### src/rtl/irq_xfer_pkg.sv
package irq_xfer_pkg;
  localparam int AW = 16;
  localparam int DW = 16;
  localparam int DESC_WORDS = 5;

  localparam logic [1:0] AM_INC   = 2'b10;
  localparam logic [1:0] MD_BLOCK = 2'b10;

  typedef enum logic [3:0] {
    S_IDLE, S_VRD, S_VWT, S_DRD, S_DWT, S_SRD, S_SWT, S_WR, S_WB, S_DONE
  } xfer_state_e;

  typedef struct packed {
    logic [1:0] sm;
    logic [1:0] dm;
    logic [1:0] md;
    logic       sz;
  } xfer_mode_t;

  function automatic xfer_mode_t mode_decode(input logic [DW-1:0] w);
    xfer_mode_t m;
    m.sm = w[15:14];
    m.dm = w[13:12];
    m.md = w[11:10];
    m.sz = w[8];
    return m;
  endfunction
endpackage

### src/rtl/xfer_arb.sv
module xfer_arb #(
  parameter int N_SRC = 4,
  parameter int SRC_W = 3
) (
  input  logic [N_SRC-1:0] req,
  input  logic             sw_req,
  output logic             any,
  output logic             is_sw,
  output logic [SRC_W-1:0] sel
);
  always_comb begin
    any   = (|req) | sw_req;
    is_sw = ~(|req) & sw_req;
    sel   = SRC_W'(N_SRC);
    for (int i = N_SRC - 1; i >= 0; i--) begin
      if (req[i]) sel = SRC_W'(i);
    end
  end
endmodule

### src/rtl/xfer_addr_step.sv
module xfer_addr_step
  import irq_xfer_pkg::*;
(
  input  logic [AW-1:0] addr,
  input  logic [1:0]    am,
  input  logic          sz,
  output logic [AW-1:0] nxt
);
  always_comb begin
    if (am == AM_INC) nxt = addr + (sz ? AW'(2) : AW'(1));
    else              nxt = addr;
  end
endmodule

### src/rtl/xfer_count.sv
module xfer_count
  import irq_xfer_pkg::*;
(
  input  logic [DW-1:0] cra,
  input  logic [DW-1:0] crb,
  input  logic          blk,
  output logic [DW-1:0] cra_n,
  output logic [DW-1:0] crb_n,
  output logic          unit_last,
  output logic          fin
);
  logic [7:0] lo_n;

  always_comb begin
    lo_n = cra[7:0] - 8'd1;
    if (blk) begin
      if (lo_n == 8'd0) begin
        cra_n     = {cra[15:8], cra[15:8]};
        crb_n     = crb - DW'(1);
        unit_last = 1'b1;
      end else begin
        cra_n     = {cra[15:8], lo_n};
        crb_n     = crb;
        unit_last = 1'b0;
      end
      fin = unit_last && (crb_n == '0);
    end else begin
      cra_n     = cra - DW'(1);
      crb_n     = crb;
      unit_last = 1'b1;
      fin       = (cra_n == '0);
    end
  end
endmodule

### src/rtl/irq_xfer_ctrl.sv
module irq_xfer_ctrl
  import irq_xfer_pkg::*;
#(
  parameter int          N_SRC       = 4,
  parameter int          VEC_W       = 8,
  parameter logic [15:0] VEC_BASE    = 16'h0400,
  parameter int          PERIPH_VEC0 = 'h40
) (
  input  logic             clk,
  input  logic             rst_n,
  input  logic [N_SRC-1:0] irq_i,
  input  logic [N_SRC-1:0] en_set_i,
  input  logic             sw_req_i,
  input  logic [VEC_W-1:0] sw_vec_i,
  output logic [N_SRC-1:0] flag_clr_o,
  output logic [N_SRC-1:0] cpu_irq_o,
  output logic             done_o,
  output logic             done_end_o,
  output logic             sw_ack_o,
  output logic             mem_req_valid_o,
  input  logic             mem_req_ready_i,
  output logic             mem_req_we_o,
  output logic [AW-1:0]    mem_req_addr_o,
  output logic [DW-1:0]    mem_req_wdata_o,
  output logic [1:0]       mem_req_be_o,
  input  logic             mem_rsp_valid_i,
  input  logic [DW-1:0]    mem_rsp_rdata_i
);
  localparam int SRC_W = $clog2(N_SRC + 1);
  localparam logic [2:0] LAST_IDX = 3'(DESC_WORDS - 1);

  xfer_state_e      state_q;
  logic [2:0]       idx_q;
  logic [AW-1:0]    ptr_q, sar_q, dar_q;
  logic [DW-1:0]    cra_q, crb_q, data_q;
  xfer_mode_t       mode_q;
  logic [SRC_W-1:0] src_q;
  logic [VEC_W-1:0] vec_q;
  logic             fin_q;
  logic [N_SRC-1:0] en_q;

  logic             arb_any, arb_sw;
  logic [SRC_W-1:0] arb_sel;
  logic [AW-1:0]    sar_n, dar_n;
  logic [DW-1:0]    cra_n, crb_n;
  logic             unit_last, fin_n;
  logic             src_is_sw;
  logic [N_SRC-1:0] src_mask, en_drop;
  logic [AW-1:0]    desc_addr;

  xfer_arb #(.N_SRC(N_SRC), .SRC_W(SRC_W)) u_arb (
    .req(irq_i & en_q), .sw_req(sw_req_i),
    .any(arb_any), .is_sw(arb_sw), .sel(arb_sel)
  );

  xfer_addr_step u_src_step (.addr(sar_q), .am(mode_q.sm), .sz(mode_q.sz), .nxt(sar_n));
  xfer_addr_step u_dst_step (.addr(dar_q), .am(mode_q.dm), .sz(mode_q.sz), .nxt(dar_n));

  xfer_count u_cnt (
    .cra(cra_q), .crb(crb_q), .blk(mode_q.md == MD_BLOCK),
    .cra_n(cra_n), .crb_n(crb_n), .unit_last(unit_last), .fin(fin_n)
  );

  assign src_is_sw = (src_q == SRC_W'(N_SRC));
  assign src_mask  = src_is_sw ? '0 : (N_SRC'(1) << src_q);
  assign desc_addr = ptr_q + {12'b0, idx_q, 1'b0};

  assign done_o     = (state_q == S_DONE);
  assign done_end_o = done_o && fin_q;
  assign sw_ack_o   = done_o && src_is_sw;
  assign flag_clr_o = (done_o && !fin_q) ? src_mask : '0;
  assign en_drop    = (done_o && fin_q) ? src_mask : '0;
  assign cpu_irq_o  = irq_i & ~en_q;

  // Memory request decode, Moore on state.
  always_comb begin
    mem_req_valid_o = 1'b0;
    mem_req_we_o    = 1'b0;
    mem_req_addr_o  = '0;
    mem_req_wdata_o = '0;
    mem_req_be_o    = 2'b00;
    unique case (state_q)
      S_VRD: begin
        mem_req_valid_o = 1'b1;
        mem_req_addr_o  = VEC_BASE + AW'({vec_q, 1'b0});
      end
      S_DRD: begin
        mem_req_valid_o = 1'b1;
        mem_req_addr_o  = desc_addr;
      end
      S_SRD: begin
        mem_req_valid_o = 1'b1;
        mem_req_addr_o  = sar_q;
      end
      S_WR: begin
        mem_req_valid_o = 1'b1;
        mem_req_we_o    = 1'b1;
        mem_req_addr_o  = dar_q;
        mem_req_wdata_o = mode_q.sz ? data_q : {data_q[7:0], data_q[7:0]};
        mem_req_be_o    = mode_q.sz ? 2'b11 : (dar_q[0] ? 2'b10 : 2'b01);
      end
      S_WB: begin
        mem_req_valid_o = 1'b1;
        mem_req_we_o    = 1'b1;
        mem_req_addr_o  = desc_addr;
        mem_req_be_o    = 2'b11;
        case (idx_q)
          3'd1:    mem_req_wdata_o = sar_q;
          3'd2:    mem_req_wdata_o = dar_q;
          3'd3:    mem_req_wdata_o = cra_q;
          default: mem_req_wdata_o = crb_q;
        endcase
      end
      default: ;
    endcase
  end

  always_ff @(posedge clk or negedge rst_n) begin
    if (!rst_n) en_q <= '0;
    else        en_q <= (en_q & ~en_drop) | en_set_i;
  end

  always_ff @(posedge clk or negedge rst_n) begin
    if (!rst_n) begin
      state_q <= S_IDLE;
      idx_q   <= '0;
      ptr_q   <= '0;
      sar_q   <= '0;
      dar_q   <= '0;
      cra_q   <= '0;
      crb_q   <= '0;
      data_q  <= '0;
      mode_q  <= '0;
      src_q   <= '0;
      vec_q   <= '0;
      fin_q   <= 1'b0;
    end else begin
      unique case (state_q)
        S_IDLE: if (arb_any) begin
          src_q   <= arb_sel;
          vec_q   <= arb_sw ? sw_vec_i : VEC_W'(PERIPH_VEC0) + VEC_W'(arb_sel);
          state_q <= S_VRD;
        end
        S_VRD: if (mem_req_ready_i) state_q <= S_VWT;
        S_VWT: if (mem_rsp_valid_i) begin
          ptr_q   <= mem_rsp_rdata_i;
          idx_q   <= '0;
          state_q <= S_DRD;
        end
        S_DRD: if (mem_req_ready_i) state_q <= S_DWT;
        S_DWT: if (mem_rsp_valid_i) begin
          case (idx_q)
            3'd0:    mode_q <= mode_decode(mem_rsp_rdata_i);
            3'd1:    sar_q  <= mem_rsp_rdata_i;
            3'd2:    dar_q  <= mem_rsp_rdata_i;
            3'd3:    cra_q  <= mem_rsp_rdata_i;
            default: crb_q  <= mem_rsp_rdata_i;
          endcase
          if (idx_q == LAST_IDX) state_q <= S_SRD;
          else begin
            idx_q   <= idx_q + 3'd1;
            state_q <= S_DRD;
          end
        end
        S_SRD: if (mem_req_ready_i) state_q <= S_SWT;
        S_SWT: if (mem_rsp_valid_i) begin
          data_q  <= mode_q.sz ? mem_rsp_rdata_i
                   : {8'h00, (sar_q[0] ? mem_rsp_rdata_i[15:8] : mem_rsp_rdata_i[7:0])};
          state_q <= S_WR;
        end
        S_WR: if (mem_req_ready_i) begin
          sar_q <= sar_n;
          dar_q <= dar_n;
          cra_q <= cra_n;
          crb_q <= crb_n;
          if (unit_last) begin
            fin_q   <= fin_n;
            idx_q   <= 3'd1;
            state_q <= S_WB;
          end else begin
            state_q <= S_SRD;
          end
        end
        S_WB: if (mem_req_ready_i) begin
          if (idx_q == LAST_IDX) state_q <= S_DONE;
          else idx_q <= idx_q + 3'd1;
        end
        S_DONE: state_q <= S_IDLE;
        default: state_q <= S_IDLE;
      endcase
    end
  end

  // a stalled request must not move.
  p_req_hold_r11: assert property (@(posedge clk) disable iff (!rst_n)
    (mem_req_valid_o && !mem_req_ready_i) |=>
      (mem_req_valid_o && $stable(mem_req_addr_o) && $stable(mem_req_we_o) && $stable(mem_req_wdata_o)));

  p_clr_onehot_r6: assert property (@(posedge clk) disable iff (!rst_n)
    $onehot0(flag_clr_o));

  p_clr_not_final_r7: assert property (@(posedge clk) disable iff (!rst_n)
    (|flag_clr_o) |-> !done_end_o);

  p_done_pulse_r13: assert property (@(posedge clk) disable iff (!rst_n)
    done_o |=> !done_o);

  p_no_req_in_done_r13: assert property (@(posedge clk) disable iff (!rst_n)
    done_o |-> !mem_req_valid_o);

  for (genvar g = 0; g < N_SRC; g++) begin : g_en_chk
    p_en_fall_r7: assert property (@(posedge clk) disable iff (!rst_n)
      $fell(en_q[g]) |-> $past(done_end_o && (src_q == SRC_W'(g))));
  end
endmodule

### config.mk
export PLATFORM = sky130hd
export DESIGN_NAME = irq_xfer_ctrl
export DESIGN_NICKNAME = d
export VERILOG_FILES = /design/src/rtl/irq_xfer_pkg.sv /design/src/rtl/xfer_arb.sv /design/src/rtl/xfer_addr_step.sv /design/src/rtl/xfer_count.sv /design/src/rtl/irq_xfer_ctrl.sv
export SDC_FILE = /design/constraint.sdc
export NUM_CORES = 1
export LEC_CHECK = 0
export BUFFER_PORTS_ARGS = -buffer_cell sky130_fd_sc_hd__buf_2
export CAP_MARGIN = 20
export CELL_PAD_IN_SITES_DETAIL_PLACEMENT = 2
export CELL_PAD_IN_SITES_GLOBAL_PLACEMENT = 2
export CORE_MARGIN = 2
export CORE_UTILIZATION = 40
export CTS_CLUSTER_SIZE = 20
export DETAILED_ROUTE_END_ITERATION = 10
export PLACE_DENSITY = 0.84
export SYNTH_ARGS = -nofsm -noshare
export SYNTH_HDL_FRONTEND = slang
export SYNTH_HIERARCHICAL = 1
export SYNTH_SLANG_ARGS = --single-unit
### constraint.sdc
create_clock -name clk -period 4.53 [get_ports clk]
set_input_delay 0.2265 -clock clk [delete_from_list [all_inputs] [get_ports clk]]
set_output_delay 0.2265 -clock clk [all_outputs]
set_load 0.01 [all_outputs]
======== Word-level counts from Yosys, hierarchy flattened ========
Cells that the tools add are included.
W data, S select, Z words.
word-level totals
  logic and storage cells ................. 168
  output and inout bits ................... 47
  bits of input ports ..................... 37
  register bits after elaboration ......... 126
operators by class
  reduce and logical (&&, ||, !) cells .... 29
  muxes and demuxes ....................... 67
  $add $sub $neg .......................... 9
  eq/ne operators ......................... 36
  shift operators ......................... 1
  bitwise operators ....................... 9
operators with widths
  operator                 number
  $mux W16                 20
  $pmux W16 S2             5
  $pmux W16 S4             1
  $mux W4                  14
  $pmux W16 S3             1
  $pmux W4 S9              1
  $mux W3                  11
  $add A16 B16 Y16         2
  $logic_not A16 Y1        2
  $sub A16 B1 Y16 const B  2
  $mux W8                  3
  $ne A2 B2 Y1 const B     12
  $reduce_and A5 Y1        4
  $add A16 B4 Y16          1
  $eq A4 B3 Y1 const B     4
  $ne A2 B1 Y1 const B     7
  $add A11 B9 Y12 const A  1
  $and A4 B4 Y4            3
  $pmux W3 S4              1
  $reduce_and A10 Y1       1
  $add A7 B3 Y8 const A    1
  $eq A4 B2 Y1 const B     2
  $eq A4 B4 Y1 const B     2
  $logic_not A8 Y1         1
  other kinds (29)         49

======== Depth between registers and ports, before layout ========
Gate-level depths: netlist of run 1.
  depth after elaboration ................. 8
  mapped depth ............................ 12
  gate-level depth less buffers ........... 12

======== Modules after synthesis ========
Netlist of run 1, hierarchy kept.
by module, submodules not included
  module          area an instance (sq um)  times used  seq. area each (sq um)  cells an instance
  irq_xfer_ctrl   6,854.1                   1           3,153.0                 756
  xfer_count      1,091.0                   1           0.0                     169
  xfer_addr_step  369.1                     2           0.0                     50
  xfer_arb        57.6                      1           0.0                     8

======== Least setup slack after synthesis of run 1 ========
Ideal clock, no wire load.
  path kind ............................... flip-flop to flip-flop
  start point ............................. register crb_q[0]
  end point ............................... register fin_q
  required time ........................... 4.465 ns
  period minus slack after synthesis ...... 2.447 ns
  cell stages (with the launch flop) ...... 10
  path buffers ............................ 1
  slack ................................... 2.083 ns
  data arrival time ....................... 2.382 ns
  library setup time ...................... 0.065 ns
  cells stage by stage .................... dfrtp_1 -> inv_1 -> ha_1 -> or3b_2 -> clkbuf_1 -> or2_1 -> o311ai_1 -> nand4_1 -> o32ai_1 -> mux2_2
between the ends
  cells in the longest elaborated chain, start to end .. 6
ends and longest elaborated chain
  what                      RTL line              RTL
  start: declaration        irq_xfer_ctrl.sv:35   logic [DW-1:0] cra_q, crb_q, data_q;
  start signal: assignment  irq_xfer_ctrl.sv:157  default: crb_q <= mem_rsp_rdata_i;
  start signal: assignment  irq_xfer_ctrl.sv:175  crb_q <= crb_n;
  $sub A16 B1 Y16           xfer_count.sv:19      crb_n = crb - DW'(1);
  $mux W16 *                xfer_count.sv:17      if (lo_n == 8'd0) begin
  $mux W16 *                xfer_count.sv:16      if (blk) begin
  $logic_not A16 Y1 *       xfer_count.sv:26      fin = unit_last && (crb_n == '0);
  $logic_and A1 B1 Y1 *     xfer_count.sv:26
  $mux W1 *                 xfer_count.sv:16
  named net fin_n           irq_xfer_ctrl.sv:46   logic unit_last, fin_n;
  end signal: assignment    irq_xfer_ctrl.sv:177  fin_q <= fin_n;
  end: declaration          irq_xfer_ctrl.sv:39   logic fin_q;
The timed path passes the listed nets; every way through them passes the cells marked *. The select of a mux whose other input is x is not followed.
A chain may end at the register's enable or synchronous reset.

======== Worst setup path in the final report of run 1 ========
  start point ............................. register idx_q[2]
  end point ............................... output port mem_req_wdata_o[14]
between the ends
  cells in the longest elaborated chain, start to end .. 3
  elaborated cells on any way between the ends .. 5
  those cells by class .................... 3 x eq/ne; 2 x mux
ends and longest elaborated chain
  what                                          RTL line              RTL
  start: declaration                            irq_xfer_ctrl.sv:33   logic [2:0] idx_q;
  start signal: assignment                      irq_xfer_ctrl.sv:161  idx_q <= idx_q + 3'd1;
  start signal: assignment                      irq_xfer_ctrl.sv:186  else idx_q <= idx_q + 3'd1;
  $eq A3 B2 Y1 or $eq A3 B1 Y1 (tied branches)  irq_xfer_ctrl.sv:107  case (idx_q)
  $pmux W16 S3 *                                irq_xfer_ctrl.sv:107
  $pmux W16 S2 *                                irq_xfer_ctrl.sv:82   unique case (state_q)
  end: declaration                              irq_xfer_ctrl.sv:24   output logic [DW-1:0] mem_req_wdata_o,
Every way passes the cells marked *; elsewhere a longest branch is shown, timed or not.

==> summary.txt, run 1 <==
Status
  • Result of the run: completed

Power
  • Part of the power in combinational logic: 49.0%
  • Highest ir drop seen on vdd: 0.000567 V
  • Internal cell power: 3.96 mW
  • Leakage: 4.29 nW
  • Share of total power in the clock network: 18.0%
  • Switching part of the total: 50.8%
  • Sequential share of power: 33.0%
  • Power density of the placed cells: 800 mW/mm²
  • Net switching power: 4.08 mW

Synth
  • Post-synthesis share of cell area spent on xor and xnor gates: 6.91%
  • Cell Area, Synth: 0.00874 mm²
  • Proportion of synthesized flip-flops having asynchronous set or reset: 100%
  • Cell type contributing the most total cell area after synthesis: sky130_fd_sc_hd__dfrtp_1
  • Compound-Gate Fraction of Synth Area: 20.6%
  • Top area cells in the synthesized netlist: sky130_fd_sc_hd__dfrtp_1, sky130_fd_sc_hd__a21oi_1, sky130_fd_sc_hd__nand2_1
  • Mean instance size in the synthesized netlist: 8.46 µm²
  • Top FF cell, synth: sky130_fd_sc_hd__dfrtp_1
  • Area share of fa/ha/maj cells after synthesis: 2.83%
  • Proportion of netlist area held by the largest area contributor: 36.1%
  • Count of flip-flops with a built-in enable after synthesis: 0
  • Proportion of synthesized chip area in sequential cells: 36.1%
  • Largest family of logic cells by synthesized area: simple AND/OR/NAND/NOR gates
  • Cell count after synthesis: 1033
  • Count of state elements after synthesis: 126
  • Syn_nets: 1088
  • Synth warn: 6
  • Fraction of the mapped netlist area in simple logic gates: 23.1%
  • Portion of netlist area occupied by mux cells: 6.37%
  • Count of different cell masters after synthesis: 69

Timing
  • Slew margin rel.: 25.4%
  • Final count of pins violating max slew: 0
  • Accumulated negative setup slack: 0 ns
  • Maximum clock rate: 287 MHz
  • Setup-failing EPs final: 0
  • Transition time of the tightest slew-check pin: 1.11 ns
  • Setup clock skew after layout: 0.0190 ns
  • Hold slack: 0.0358 ns
  • Final cycle utilization of the critical path: 77.0%
  • RSZ-0062 raised after global routing: false
  • Final period demand of the worst path: 3.49 ns
  • Final Hold Viols: 0

Floorplan
  • Height of the die: 152 µm
  • DIE WIDTH: 152 µm
  • I/O Pins: 84
  • Die ar.: 0.0231 mm²
  • Initial core utilization: 40.4%
  • Placement Rows: 54
  • Area of the core: 0.0216 mm²

Final layout
  • Layout area overhead: 15.0%
  • Layout Nets: 1147
  • Fraction of layout cells with a size suffix above 1: 17.0%
  • Leading cell type in the layout, fill and taps excluded: sky130_fd_sc_hd__dfrtp_1
  • FILL cells: 2421
  • Final Core Density: 46.5%
  • Highest-count cells in the layout ignoring fill and taps: sky130_fd_sc_hd__dfrtp_1, sky130_fd_sc_hd__nand2_1, sky130_fd_sc_hd__a21oi_1

GRT
  • Number of global-route vias before repair: 9531
  • Wire length of the first global-routing pass: 59600 µm
  • Overflow after GRT: 0
  • Total Routing Usage GR: 33.8%
  • Largest net degree at the start of global routing: 97
  • Antenna violations before repair: 2

Detailed routing
  • Antenna-violating nets left: 0
  • Final WL: 39500 µm
  • DR iter-0 viols: 912
  • Total vias in the final route: 8954
  • Number of detailed-route iterations in the first pass: 8
  • Average wire per cell in the routed design: 28.5 µm
  • Remaining DRCs: 0
  • Drt via density: 6.46

Setup path
  • Critical path required time: 4.30 ns
  • Crit path capture type: output pin
  • Path type of the worst setup path: reg2out
  • Startpoint type of the worst setup path: flip-flop
  • Worst R2R Start: crb_q[0]
  • Register-to-Register Path Depth: 8
  • Arrival time reported for the critical path endpoint: 3.26 ns
  • Worst-path fanout max: 19
  • Reg-to-Reg End: fin_q
  • Worst-case register-to-register setup slack: 1.24 ns

Worst hold path
  • Worst min path class: in2reg
  • Hold EP: vec_q[7]
  • Number of cells on the worst hold path: 3
  • Worst min-delay path startpoint: sw_vec_i[7]

Run
  • Max Cap Violations: 0

CTS
  • Clock Latency Late Sink: 0.45 ns
  • Number of buffers created by CTS: 17
  • Clock Pin Slew Worst Setup and Hold Paths: 0.06 ns
  • Clock sink total: 126
  • Clock tree root driver cell: sky130_fd_sc_hd__clkbuf_16
  • H-Tree Level Count: 4
  • Clock buffer depth: 2
  • Clock tree from TritonCTS: yes
  • Total of cells resized after clock tree synthesis: 0

Placed design
  • Final GP Congestion: 0.937
  • Half-perimeter wire length after detailed placement: 26200 µm
  • Total of buffers placed on input and output ports: 83
-- metal layers --
layer | share of wire [%] | global-route usage (%) | vias to the layer above
met5 | 0.033 | 0 | -
met1 | 41 | 41.6 | 4623
met4 | 5.5 | 20.8 | 2
met3 | 5.6 | 5.62 | 121
met2 | 48 | 55.4 | 393
li1 | - | - | 3815
-- worst max path at each step --
stage	to	startpoint	slack [ns]	cells past startpoint
after floorplan	fin_q	crb_q[0]	2.08	9
after global placement	fin_q	crb_q[0]	1.50	8
after detailed placement	crb_q[6]	cra_q[3]	1.43	8
after CTS	mem_req_wdata_o[7]	idx_q[1]	1.13	6
after global routing	mem_req_wdata_o[15]	idx_q[2]	0.91	6
final	mem_req_wdata_o[14]	idx_q[2]	1.04	6
-- layout make-up --
class / count / area (µm²) / share of cell area (%)
multi-input cells: 820 / 5240 / 52.1
flip-flops and latches: 126 / 3150 / 31.4
repair buffers: 103 / 612 / 6.09
clock buffers: 20 / 467 / 4.64
well taps: 280 / 350 / 3.48
clock inverters: 12 / 136 / 1.36
inverters: 24 / 90.1 / 0.896
diodes: 1 / 2.50 / 0.0249
-- cell families after synthesis --
logic type      Yosys count
buf+inv                  87
fa+ha+maj                18
flops                   126
mux                      52
simple gates            382
compound gates          299
xor+xnor                 69
-- registers in the layout, summed over array words and instances (netlist names) --
signal,count
fin_q,1
state_q,4
sar_q,16
mode_q,7
dar_q,16
crb_q,16
en_q,4
cra_q,16
src_q,3
ptr_q,16
data_q,16
idx_q,3
vec_q,8
-- worst max-delay path, stage by stage (launching register included) --
cell and delay, ns:
sky130_fd_sc_hd__dfrtp_1 0.58, sky130_fd_sc_hd__inv_1 0.14, sky130_fd_sc_hd__ha_1 0.50, sky130_fd_sc_hd__nor2_1 0.85, sky130_fd_sc_hd__a21boi_0 0.24, sky130_fd_sc_hd__o22ai_1 0.31, sky130_fd_sc_hd__buf_2 0.19
-- power by group through the flow --
| stage | Combinational, mW | Clock, mW | Sequential [mW] |
|---|---|---|---|
| after floorplan | 2.68 | 0 | 2.11 |
| after detailed placement | 3.69 | 0 | 2.59 |
| after global routing | 4.24 | 1.51 | 2.72 |
| after CTS | 3.83 | 1.47 | 2.61 |
| after global placement | 3.52 | 0 | 2.55 |
| final | 3.94 | 1.45 | 2.66 |
-- per-stage QoR --
step           area, µm²  std cells  setup WS [ns]  power [mW]
2_1_floorplan       8740       1033           2.08        4.80
3_3_place_gp        9360       1346           1.50        6.07
3_5_place_dp        9360       1346           1.43        6.28
4_1_cts            10000       1383           1.13        7.91
5_1_grt            10100       1385          0.908        8.46
6_report           10100       1386           1.04        8.04
-- Yosys cell counts (all sizes together) (4+ instances only) --
cell,n
inv,24
nand2b,17
or3,5
nand3b,6
nor3,22
or2,7
clkbuf,42
nor4,13
dfrtp,126
a211oi,4
a21boi,17
xnor2,37
or4,4
nor2,80
nor3b,4
nand3,23
nor4b,5
nand2,122
a21oi,116
a222oi,24
o22ai,14
o21ai,91
buf,21
ha,15
nor2b,16
xor2,32
a22oi,8
mux2i,23
mux2,29
and3,14
and2,24
nand4,12
-- what timing repair did --
| action | in CTS | in global routing |
|---|---|---|
| hold buffers | 5 | 0 |
| hold endpoints to repair | 99 | 0 |
| setup buffers | 0 | 0 |
| endpoints found under the setup margin | 0 | 0 |
(Power assumes the default switching activity.)
==> run 2: changes to the inputs <==
--- a/config.mk
+++ b/config.mk
@@ -10,10 +10,10 @@
 export CELL_PAD_IN_SITES_DETAIL_PLACEMENT = 2
 export CELL_PAD_IN_SITES_GLOBAL_PLACEMENT = 2
 export CORE_MARGIN = 2
-export CORE_UTILIZATION = 40
+export CORE_UTILIZATION = 37
 export CTS_CLUSTER_SIZE = 20
 export DETAILED_ROUTE_END_ITERATION = 10
-export PLACE_DENSITY = 0.84
+export PLACE_DENSITY = 0.78
 export SYNTH_ARGS = -nofsm -noshare
 export SYNTH_HDL_FRONTEND = slang
 export SYNTH_HIERARCHICAL = 1
==> constraint.sdc (replaced) <==
create_clock -name clk -period 3.28 [get_ports clk]
set_input_delay 0.164 -clock clk [delete_from_list [all_inputs] [get_ports clk]]
set_output_delay 0.164 -clock clk [all_outputs]
set_load 0.01 [all_outputs]
==> run 2 against run 1 <==
Against the previous run:
- via count decreased by 2.1%
- cell area increased by 1.1%
- power increased by 36%
- combinational power increased by 39%
- clock-buffer cell count decreased by 3
- clock skew decreased by 0.0081 ns
- global-route usage decreased by 2.6 points
- first-iteration DRC count decreased by 14%
- wire length decreased by 3.8%
- register-to-register slack got worse by 1.0 ns
- hold slack got worse by 0.024 ns
- critical path type is now reg2reg
==> summary.txt, run 2 (synthesized netlist as in run 1, its figures left out) <==
Placed design
  • Half-perimeter wire length after detailed placement: 26200 µm (+0.21%)
  • Total of buffers placed on input and output ports: 83 (unchanged)
  • Number of placed cells counting well taps: 1395 (+3.6%)
  • Final GP Congestion: 0.877 (-6.3%)

CTS
  • Clock Pin Slew Worst Setup and Hold Paths: 0.07 ns (about the same)
  • Clock tree root driver cell: sky130_fd_sc_hd__clkbuf_16
  • Number of buffers created by CTS: 17 (unchanged)
  • H-Tree Level Count: 4 (unchanged)
  • Clock Latency Late Sink: 0.43 ns (-0.02 ns)
  • Clock tree from TritonCTS: yes
  • Clock buffer depth: 2 (unchanged)
  • # Post-CTS Setup Buffers: 0 (unchanged)
  • Clock sink total: 126 (unchanged)

GRT
  • Total Routing Usage GR: 31.2% (-2.6 points)
  • Overflow after GRT: 0 (unchanged)
  • Antenna violations before repair: 0 (-2)
  • Number of global-route vias before repair: 9314 (-2.3%)
  • Wire length of the first global-routing pass: 57500 µm (-3.4%)
  • Largest net degree at the start of global routing: 84 (-13%)

Final layout
  • Highest-count cells in the layout ignoring fill and taps: sky130_fd_sc_hd__dfrtp_1, sky130_fd_sc_hd__nand2_1, sky130_fd_sc_hd__a21oi_1
  • Antenna diode count: 0 (-1)
  • Register cell area after layout: 0.00315 mm² (unchanged)
  • Layout area overhead: 16.3%
  • FILL cells: 2633 (+8.8%)
  • Final Core Density: 43.6% (-2.9 points)
  • Fraction of layout cells with a size suffix above 1: 18.0% (+1.0 points)
  • Number of standard cells in the final layout excluding fillers: 1435 (+3.5%)
  • Total area of multi-input combinational cells: 0.00526 mm² (+0.41%)
  • Leading cell type in the layout, fill and taps excluded: sky130_fd_sc_hd__dfrtp_1
  • Layout Nets: 1158 (+0.96%)

Timing
  • Maximum clock rate: 324 MHz
  • RSZ-0062 raised after global routing: false
  • Accumulated negative setup slack: 0 ns (unchanged)
  • Setup clock skew after layout: 0.0109 ns (-0.00810 ns)
  • Final cycle utilization of the critical path: 94.2%
  • Transition time of the tightest slew-check pin: 0.854 ns (-0.256 ns)
  • Setup-failing EPs final: 0 (unchanged)
  • Final period demand of the worst path: 3.09 ns
  • Hold slack: 0.0116 ns (-0.0242 ns)
  • Slew margin rel.: 43.1% (+18 points)
  • Final Hold Viols: 0 (unchanged)
  • Final count of pins violating max slew: 0 (unchanged)

Setup path
  • Worst R2R Start: crb_q[0]
  • Combined buffer and inverter count along the critical path: 1 (-1)
  • Master of the slowest instance on the critical path: sky130_fd_sc_hd__or3b_2
  • Crit path max-delay family: simple AND/OR/NAND/NOR gates
  • Crit path capture type: flip-flop
  • Slowest Stage Delay on Critical Path: 0.58 ns (-0.27 ns)
  • Number of stages on the worst setup path: 8 (+2)
  • Worst-case register-to-register setup slack: 0.19 ns (-1.05 ns)
  • Register-to-Register Path Depth: 8 (unchanged)
  • Critical path required time: 3.65 ns (-0.65 ns)
  • Worst-path fanout max: 7 (-12)
  • Path type of the worst setup path: reg2reg
  • Crit-path cells: inv_1, ha_1, or3b_2, or2_1, o311ai_1, nand4_1, o32ai_2, mux2_2
  • Arrival time reported for the critical path endpoint: 3.46 ns (+0.20 ns)
  • Startpoint type of the worst setup path: flip-flop
  • Reg-to-Reg End: fin_q

Power
  • Highest ir drop seen on vdd: 0.000359 V (-37%)
  • Leakage: 4.31 nW (+0.42%)
  • Power density of the placed cells: 1070 mW/mm² (+34%)
  • Total power after layout: 10.9 mW (+36%)

Detailed routing
  • Remaining DRCs: 0 (unchanged)
  • Final WL: 38000 µm (-3.8%)
  • DR iter-0 viols: 782 (-14%)
  • Total vias in the final route: 8765 (-2.1%)
  • Average wire per cell in the routed design: 26.4 µm (-7.1%)
  • Antenna-violating nets left: 0 (unchanged)
  • Drt via density: 6.11 (-5.5%)
  • Number of detailed-route iterations in the first pass: 6 (-2)

Worst hold path
  • Hold EP: ptr_q[0]
  • Worst min path class: in2reg
  • Worst min-delay path startpoint: mem_rsp_rdata_i[0]
  • Number of cells on the worst hold path: 2 (-1)

Floorplan
  • Height of the die: 158 µm (+3.9%)
  • I/O Pins: 84 (unchanged)
  • Area of the core: 0.0233 mm² (+7.9%)
  • Die ar.: 0.0249 mm² (+7.9%)
  • DIE WIDTH: 158 µm (+3.9%)
  • Placement Rows: 56 (+3.7%)
  • Initial core utilization: 37.5% (-3.0 points)

Run
  • Max Cap Violations: 0 (unchanged)

Status
  • Result of the run: completed
run 2: cell type report:
| type | instances | area share, % |
|---|---|---|
| clock buffers | 17 | 4.18 |
| clock inverters | 15 | 1.35 |
| inverters | 24 | 0.886 |
| multi-input cells | 820 | 51.8 |
| flip-flops and latches | 126 | 31.0 |
| well taps | 319 | 3.93 |
| repair buffers | 114 | 6.88 |
run 2: how the worst max path moves through the flow:
stage / from / end
2_1_floorplan: crb_q[0] / fin_q
3_3_place_gp: crb_q[0] / fin_q
3_5_place_dp: crb_q[0] / fin_q
4_1_cts: idx_q[0] / mem_req_addr_o[11]
5_1_grt: cra_q[0] / crb_q[6]
6_report: crb_q[0] / fin_q
run 2: per-stage QoR:
| step | setup slack (ns) | area, µm² |
|---|---|---|
| after detailed placement | 0.167 | 9500 |
| final | 0.191 | 10200 |
| after CTS | 0.0400 | 10100 |
| after floorplan | 0.833 | 8740 |
| after global routing | 0.0175 | 10200 |
| after global placement | 0.289 | 9500 |
run 2: worst reg2reg max path, cell delays in order, from the launching register on:
cell	delay [ns]
sky130_fd_sc_hd__dfrtp_1	0.45
sky130_fd_sc_hd__inv_1	0.13
sky130_fd_sc_hd__ha_1	0.23
sky130_fd_sc_hd__or3b_2	0.58
sky130_fd_sc_hd__or2_1	0.35
sky130_fd_sc_hd__o311ai_1	0.33
sky130_fd_sc_hd__nand4_1	0.20
sky130_fd_sc_hd__o32ai_2	0.50
sky130_fd_sc_hd__mux2_2	0.25
run 2: layer usage:
layer  track usage (%)  routed length, µm  up-vias
met2              53.3              18600      283
met4              13.5               1570        0
li1                  -                  -     3842
met3              5.26               1870       76
met1              38.8              15900     4564
met5                 0                  0        -
run 2: power by group:
part / switching [mW] / internal (mW) / total [mW]
registers: 1.30 / 2.23 / 3.53
logic: 3.39 / 2.10 / 5.49
clock network: 0.822 / 1.05 / 1.87
total: 5.52 / 5.38 / 10.9
run 2: timing repair:
item,4_1_cts,5_1_grt
hold buffers,8,0
resized for setup,0,5
setup endpoints to repair,0,6
hold endpoints to repair,89,0
